--- src/rtl/rcs_pkg.sv ---
package rcs_pkg;
    localparam int N_REF = 2;
    localparam int IDX_W = (N_REF > 1) ? $clog2(N_REF) : 1;

    typedef enum logic [1:0] {
        ST_HOLD = 2'd0,
        ST_REF0 = 2'd1,
        ST_REF1 = 2'd2
    } sel_state_e;

    function automatic sel_state_e idx_to_state(input logic [IDX_W-1:0] idx);
        return (idx == '0) ? ST_REF0 : ST_REF1;
    endfunction
endpackage

--- src/rtl/rcs_prio_pick.sv ---
module rcs_prio_pick
    import rcs_pkg::*;
(
    input  logic [N_REF-1:0] valid,
    input  logic [IDX_W-1:0] prio_sel,
    output logic             any_valid,
    output logic [IDX_W-1:0] best_idx
);
    logic [IDX_W-1:0] other_idx;

    assign other_idx = ~prio_sel;
    assign any_valid = |valid;

    always_comb begin
        if (valid[prio_sel]) begin
            best_idx = prio_sel;
        end else begin
            best_idx = other_idx;
        end
    end
endmodule

--- src/rtl/rcs_edge_det.sv ---
module rcs_edge_det #(
    parameter int WIDTH = 2
) (
    input  logic             clk,
    input  logic             rst_n,
    input  logic [WIDTH-1:0] din,
    output logic             changed
);
    logic [WIDTH-1:0] din_q;

    always_ff @(posedge clk) begin
        if (!rst_n) begin
            din_q   <= '0;
            changed <= 1'b0;
        end else begin
            din_q   <= din;
            changed <= (din != din_q);
        end
    end
endmodule

--- src/rtl/rcs_fsm.sv ---
module rcs_fsm
    import rcs_pkg::*;
(
    input  logic             clk,
    input  logic             rst_n,
    input  logic [N_REF-1:0] valid,
    input  logic             auto_mode,
    input  logic             revert_en,
    input  logic [IDX_W-1:0] prio_sel,
    input  logic [IDX_W-1:0] man_sel,
    input  logic             any_valid,
    input  logic [IDX_W-1:0] best_idx,
    output logic [IDX_W-1:0] sel_idx,
    output logic             holdover,
    output logic             switch_pulse
);
    sel_state_e       state_q;
    sel_state_e       state_d;
    logic [IDX_W-1:0] last_q;
    logic [IDX_W-1:0] cur_idx;

    assign cur_idx = (state_q == ST_REF1) ? IDX_W'(1) : IDX_W'(0);

    always_comb begin
        state_d = state_q;
        unique case (state_q)
            ST_HOLD: begin
                if (auto_mode) begin
                    if (any_valid) begin
                        state_d = idx_to_state(best_idx);
                    end
                end else if (valid[man_sel]) begin
                    state_d = idx_to_state(man_sel);
                end
            end
            ST_REF0, ST_REF1: begin
                if (!auto_mode) begin
                    state_d = valid[man_sel] ? idx_to_state(man_sel) : ST_HOLD;
                end else if (!valid[cur_idx]) begin
                    state_d = any_valid ? idx_to_state(best_idx) : ST_HOLD;
                end else if (revert_en && (cur_idx != prio_sel)) begin
                    state_d = idx_to_state(best_idx);
                end
            end
            default: state_d = ST_HOLD;
        endcase
    end

    always_ff @(posedge clk) begin
        if (!rst_n) begin
            state_q <= ST_HOLD;
        end else begin
            state_q <= state_d;
        end
    end

    always_ff @(posedge clk) begin
        if (!rst_n) begin
            last_q       <= '0;
            switch_pulse <= 1'b0;
        end else begin
            switch_pulse <= (state_d != state_q);
            if (state_d != ST_HOLD) begin
                last_q <= (state_d == ST_REF1) ? IDX_W'(1) : IDX_W'(0);
            end
        end
    end

    assign holdover = (state_q == ST_HOLD);
    assign sel_idx  = holdover ? last_q : cur_idx;
endmodule

--- src/rtl/ref_clk_selector.sv ---
module ref_clk_selector
    import rcs_pkg::*;
(
    input  logic             clk,
    input  logic             rst_n,
    input  logic [N_REF-1:0] ref_valid,
    input  logic             auto_mode,
    input  logic             revert_en,
    input  logic [IDX_W-1:0] prio_sel,
    input  logic [IDX_W-1:0] man_sel,
    output logic [IDX_W-1:0] sel_idx,
    output logic             holdover,
    output logic             switch_pulse,
    output logic             status_chg
);
    logic             any_valid;
    logic [IDX_W-1:0] best_idx;

    rcs_prio_pick i_pick (
        .valid     (ref_valid),
        .prio_sel  (prio_sel),
        .any_valid (any_valid),
        .best_idx  (best_idx)
    );

    rcs_fsm i_fsm (
        .clk          (clk),
        .rst_n        (rst_n),
        .valid        (ref_valid),
        .auto_mode    (auto_mode),
        .revert_en    (revert_en),
        .prio_sel     (prio_sel),
        .man_sel      (man_sel),
        .any_valid    (any_valid),
        .best_idx     (best_idx),
        .sel_idx      (sel_idx),
        .holdover     (holdover),
        .switch_pulse (switch_pulse)
    );

    rcs_edge_det #(.WIDTH(N_REF)) i_edge (
        .clk     (clk),
        .rst_n   (rst_n),
        .din     (ref_valid),
        .changed (status_chg)
    );
endmodule

--- config.mk ---
export PLATFORM = sky130hd
export DESIGN_NAME = ref_clk_selector
export DESIGN_NICKNAME = d
export VERILOG_FILES = /design/src/rtl/rcs_pkg.sv /design/src/rtl/rcs_prio_pick.sv /design/src/rtl/rcs_edge_det.sv /design/src/rtl/rcs_fsm.sv /design/src/rtl/ref_clk_selector.sv
export SDC_FILE = /design/constraint.sdc
export NUM_CORES = 1
export LEC_CHECK = 0
export BUFFER_PORTS_ARGS = -buffer_cell sky130_fd_sc_hd__buf_4
export CAP_MARGIN = 20
export CORE_AREA = 5 5 42 44
export CTS_BUF_LIST = sky130_fd_sc_hd__clkbuf_4 sky130_fd_sc_hd__clkbuf_8 sky130_fd_sc_hd__clkbuf_16
export DETAILED_ROUTE_END_ITERATION = 16
export DIE_AREA = 0 0 47 49
export MAX_ROUTING_LAYER = met4
export PLACE_DENSITY_LB_ADDON = 0.08
export SYNTH_ARGS = -nofsm -noshare
export SYNTH_HDL_FRONTEND = slang
export SYNTH_HIERARCHICAL = 1
export SYNTH_SLANG_ARGS = --single-unit
--- constraint.sdc ---
create_clock -name clk -period 2.9 [get_ports clk]
set_input_delay 0.29 -clock clk [delete_from_list [all_inputs] [get_ports clk]]
set_output_delay 0.29 -clock clk [all_outputs]
set_load 0.01 [all_outputs]
==> metrics.cfg, run 1 <==
[sta]
worst_slew_pin_slew_ns=0.298
final.min_clock_period_ns=2.18
fmax_mhz=459
slew_headroom_pct=80.1
tns_ns=0
maxSlewViolCount=0
rsz0062_at_grt=no
hold_viol_final=0
finalWorstSetupSlack_ns=0.723
setup_violations=0
finalCritPeriodShare_pct=75.1
fin_worst_skew_ns=0.000119

[logic_synthesis]
syn_nets=66
synth_cell_type_count=28
synth_area_leaders=dfxtp_1 (27%), ha_1 (7.2%), xnor2_1 (6.8%)
postSynth.asyncResetShare_pct=0
synthTopCellsByCount=dfxtp_1 (7), inv_1 (6), xnor2_1 (4)
synth_edf_count=0
synth_seq_area_share_pct=27.1
synth-seq-cells=7
synth_top_flop_cell=dfxtp_1
avgSynthCellArea_um2=9.42
yosysMostFrequentCell=dfxtp_1
synth_top_area_share_pct=27.1
yosys_warnings=6
syn_inst=55
mappedNetlistArea_um2=518
synth_top_cell_by_area=dfxtp_1

[power_and_ir_drop]
leakage_nw=0.308
powerDensity_mw_per_mm2=600
peakVddDrop_v=0.000321

[grt]
grt_first_pass_wirelength_um=1730
grt_pass1_vias=425
antenna_found_initial=0
grt_usage_pct=10.5
overflow=0
grt_max_degree=10

[run]
maxCapViolations=0

[setup_path]
required_ns=3.03
critical_path_arrival_ns=2.31
worstSetupEndpointType=flop
crit_type=flop to flop
worstSetupStartpointType=flop
cp_max_fo=5

[floorplanning]
coreArea_mm2=0.00140
dieWidth_um=47
rows=14
start_util_pct=37.0
fp.dieArea_mm2=0.00230
die_h_um=49
ios=12

[drt]
wl_per_cell_um=11.9
dr.pass1.iters=2
drt_iter0_drc=6
routed_via_density=5.07
post-route-drc-count=0
drtAntennaViolNets=0
vias=436
wirelength_um=1030

[placed_design]
io_buffers=11
dp_hpwl_um=778
routabilityCongestion=0.790
place_worst_setup_slack_ns=0.735
placedInstanceArea_um2=621

[clock_network]
cts_buffer_depth=2
htreeDepth=1
clock-sinks=7
cts_resized=0
cts_tree=done
cts_buffers=3
cts_hold_buf=0
post-cts-setup-buffer-count=0
clockRootBuffer=clkbuf_4
clock_latency_ns=0.25
cts.clk_slew.worst_paths_ns=0.05

[cells_and_area]
nNetsFinal=82
drive_above_1_share_pct=32.9
fill_cells=152
final_area_um2=651
n_antenna_cell=0
area_growth_pct=25.6

[run_status]
status=finished clean

[min_path]
hold_class=primary input to flop

[path summary, 6_finish.rpt]
path | startpoint | to | slack, ns | depth (start not counted)
max reg2reg | i_fsm/state_q[0] | i_fsm/switch_pulse | 0.72 | 8
min reg2reg | i_fsm/last_q | i_fsm/last_q | 0.49 | 1
min | rst_n | i_edge/din_q[1] | 0.29 | 2
max | i_fsm/state_q[0] | i_fsm/switch_pulse | 0.72 | 8
[worst max-delay path, stage by stage, from the launching register on]
cell       delay [ns]
dfxtp_1          0.41
inv_1            0.13
ha_1             0.27
and4b_1          0.22
a311o_1          0.34
a221oi_2         0.25
a2bb2oi_2        0.22
xnor2_1          0.15
a21boi_1         0.08
[where the power goes]
| group | internal (mW) | switching (mW) |
|---|---|---|
| Clock | 0.0618 | 0.0349 |
| Combinational | 0.0908 | 0.0748 |
| Sequential | 0.114 | 0.0142 |
| Total | 0.266 | 0.124 |
[flip-flops by register name (all words and copies together), names as in the netlist]
register	count
i_edge/din_q	2
i_fsm/state_q	2
i_edge/changed	1
i_fsm/last_q	1
i_fsm/switch_pulse	1
[cells in the final DEF, fill, tap and decap left out, types with 2 or more instances in the layout]
cell,n
nand2b_1,2
mux2i_1,3
ha_1,3
a21boi_1,2
xnor2_1,4
buf_4,11
and2_1,2
clkbuf_4,4
o21ai_0,3
and4b_1,2
dfxtp_1,7
a21oi_1,2
and2b_2,2
and2_2,2
inv_1,6
[per-layer routing]
metal | part of all wire (%) | global-route usage (%)
met3 | 5.8 | 4.43
met2 | 43 | 14.3
met5 | 0 | -
met4 | 1.4 | 5.07
met1 | 50 | 13.0
[metrics by stage]
| step | utilization, % | power [mW] | hold slack [ns] | cells |
|---|---|---|---|---|
| after floorplan | - | 0.242 | 0.412 | 55 |
| after global placement | 44.3 | 0.299 | 0.488 | 82 |
| after detailed placement | 44.3 | 0.297 | 0.490 | 82 |
| after CTS | 46.4 | 0.398 | 0.285 | 86 |
| after global routing | 46.4 | 0.422 | 0.293 | 86 |
| final | 46.4 | 0.390 | 0.291 | 86 |
[cell families (layout without fill, tap and decap cells)]
family	after synthesis	after routing	share of synthesized area (%)
AO/OA/AOI/OAI	16	16	25.4
XOR/XNOR	4	4	6.76
AND/OR/NAND/NOR	15	15	21.3
adder cells (fa/ha/maj)	3	3	7.25
multiplexers	4	4	7.97
flip-flops	7	7	27.1
buffers and inverters	6	21	4.35
[cell type report]
class | count | area [um^2] | area share (%)
clock buffers | 4 | 30.0 | 4.62
inverters | 6 | 22.5 | 3.46
multi-input cells | 42 | 355 | 54.6
flip-flops and latches | 7 | 140 | 21.5
well taps | 16 | 20.0 | 3.08
repair buffers | 11 | 82.6 | 12.7
No activity file was read; power rests on OpenSTA's default activity.
==> inputs of run 2 (changes only) <==
==> constraint.sdc (replaced) <==
create_clock -name clk -period 1.8 [get_ports clk]
set_input_delay 0.18 -clock clk [delete_from_list [all_inputs] [get_ports clk]]
set_output_delay 0.18 -clock clk [all_outputs]
set_load 0.01 [all_outputs]
==> metrics.cfg, run 2 (synthesized netlist as in run 1, its figures left out) <==
[run_status]
status=finished, violations left
violations=setup timing

[cells_and_area]
layout_common_cells=buf_4 (22), dfxtp_1 (5), inv_1 (5), clkbuf_4 (4), xnor2_1 (4)
nNetsFinal=93  ; +13%
drive_above_1_share_pct=49.4  ; +17 points
final_common_cell=buf_4
area_growth_pct=46.9
n_antenna_cell=0  ; unchanged
reg_top3=i_edge/din_q (2), i_fsm/state_q (2)

[setup_path]
reg2reg_from=i_fsm/state_q[0]
worst-path-stages=7  ; -1
cp_num_buf_inv=1  ; unchanged
r2r_slack_ns=-0.07  ; -0.79 ns
critical_path_arrival_ns=2.01  ; -0.30 ns
path_cells=inv_2 > ha_4 > and4b_1 > a311o_1 > a221oi_2 > a2bb2oi_2 > and2b_2
worst_path_max_delay_cell=a311o_1
worstSetupStartpointType=flop
path_delay_family=compound AO/OA/AOI/OAI gates
crit_type=flop to flop
cp_max_fo=5  ; unchanged
worstSetupEndpointType=flop
required_ns=1.94  ; -1.09 ns
rr_endpoint=i_fsm/state_q[0]
slowest_delay_ns=0.35  ; -0.06 ns
reg2reg_depth=7  ; -1

[placed_design]
dp_hpwl_um=885  ; +14%
io_buffers=11  ; unchanged
place_worst_setup_slack_ns=-0.0781  ; -0.813 ns
routabilityCongestion=0.731  ; -7.5%

[sta]
fin_worst_skew_ns=0.000104  ; -0.0000151 ns
finalWorstSetupSlack_ns=-0.0656  ; -0.788 ns
final.min_clock_period_ns=1.87  ; -0.312 ns
slew_headroom_pct=79.7  ; -0.41 points
fmax_mhz=536  ; +17%
hold_viol_final=0  ; unchanged
tns_ns=-0.155  ; -0.155 ns
rsz0062_at_grt=yes
worst_slew_pin_slew_ns=0.297  ; -0.00197 ns
finalCritPeriodShare_pct=104  ; +29 points
maxSlewViolCount=0  ; unchanged
setup_violations=3  ; +3

[floorplanning]
coreArea_mm2=0.00140  ; unchanged
rows=14  ; unchanged
dieWidth_um=47  ; unchanged
fp.dieArea_mm2=0.00230  ; unchanged
ios=12  ; unchanged
start_util_pct=37.0  ; unchanged
die_h_um=49  ; unchanged

[clock_network]
clock_latency_ns=0.25  ; about the same
clockRootBuffer=clkbuf_4
cts_tree=done
clock-sinks=7  ; unchanged
cts_buffer_depth=2  ; unchanged
cts.clk_slew.worst_paths_ns=0.05  ; about the same
cts_buffers=3  ; unchanged
htreeDepth=1  ; unchanged

[min_path]
hold_depth=2  ; unchanged
holdPathEnd=i_fsm/state_q[1]
hold_start=rst_n
hold_class=primary input to flop

[drt]
drtAntennaViolNets=0  ; unchanged
wl_per_cell_um=11.4  ; -4.5%
wirelength_um=1110  ; +7.7%
routed_via_density=5.11  ; +0.86%
vias=496  ; +14%
dr.pass1.iters=4  ; +2
post-route-drc-count=0  ; unchanged
drt_iter0_drc=3  ; -3

[grt]
antenna_found_initial=0  ; unchanged
grt_first_pass_wirelength_um=1970  ; +14%
grt_usage_pct=11.9  ; +1.4 points
grt_max_degree=10  ; unchanged
overflow=0  ; unchanged
grt_pass1_vias=491  ; +16%

[power_and_ir_drop]
power.share.sequential_pct=28.1  ; -4.7 points
sw_frac_of_total_pct=31.3  ; -0.46 points
leakage_nw=0.366  ; +19%
pwr-share-clk_pct=22.1  ; -2.7 points
finalPower_mw=0.715  ; +83%
power_switching_mw=0.224  ; +81%
comb_power_share_pct=49.9  ; +7.5 points
powerDensity_mw_per_mm2=940  ; +57%
p_int_mw=0.492  ; +84%
peakVddDrop_v=0.000771  ; +140%

[run]
maxCapViolations=0  ; unchanged

-- run 2: changes by cell type in the layout (fill, tap and decap cells not counted) --
cell	change
buf_4	+11
dfxtp_1	-2
dfxtp_2	+2
a221oi_1	-1
a221oi_2	+1
ha_1	-1
ha_4	+1
inv_1	-1
inv_2	+1
o2bb2ai_1	-1
o2bb2ai_2	+1
-- run 2: cell type report --
cell class	count	area (um^2)
Sequential cell	7	143
Multi-Input combinational cell	42	380
Inverter	6	22.5
Timing Repair Buffer	22	165
Clock buffer	4	30.0
Fill cell	135	641
Tap cell	16	20.0
-- run 2: how the worst max path moves through the flow --
stage / from / end / slack (ns)
finish: i_fsm/state_q[0] / i_fsm/state_q[0] / -0.07
global route: i_fsm/state_q[0] / i_fsm/state_q[0] / -0.14
CTS: i_fsm/state_q[0] / i_fsm/state_q[0] / -0.08
detailed placement: i_fsm/state_q[0] / i_fsm/state_q[0] / -0.08
global placement: i_fsm/state_q[0] / i_fsm/switch_pulse / -0.07
floorplan: i_fsm/state_q[0] / i_fsm/state_q[0] / -0.04
-- run 2: per-stage QoR --
stage	hold WS (ns)	utilization (%)	instances	instance area, um^2
floorplan	0.302	-	55	533
global placement	0.437	50.2	91	703
detailed placement	0.441	50.2	91	703
CTS	0.177	53.3	96	747
global route	0.199	54.3	97	761
finish	0.183	54.3	97	761
-- run 2: repair_timing --
action                     CTS  global route
buffers inserted             1             1
resized for setup            1             1
hold buffers                 0             0
setup endpoints to repair    4             4
pin swaps                    5             1
-- run 2: metal layers --
layer | share of wire [%] | routed length, um | track usage (%)
met4 | 0 | 0 | 2.76
met2 | 46 | 509 | 16.7
met5 | 0 | 0 | -
met1 | 46 | 510 | 14.7
met3 | 7.8 | 86 | 6.64
-- run 2: power by group through the flow --
stage               sequential, mW  combinational, mW  clock [mW]
floorplan                    0.215              0.186           0
global placement             0.204              0.335           0
detailed placement           0.205              0.335           0
CTS                          0.201              0.351       0.166
global route                 0.203              0.391       0.179
finish                       0.201              0.357       0.158
-- run 2: worst register-to-register path: stages, from the launching register on --
cell,delay (ns)
dfxtp_2,0.33
inv_2,0.05
ha_4,0.16
and4b_1,0.17
a311o_1,0.35
a221oi_2,0.24
a2bb2oi_2,0.22
and2b_2,0.23
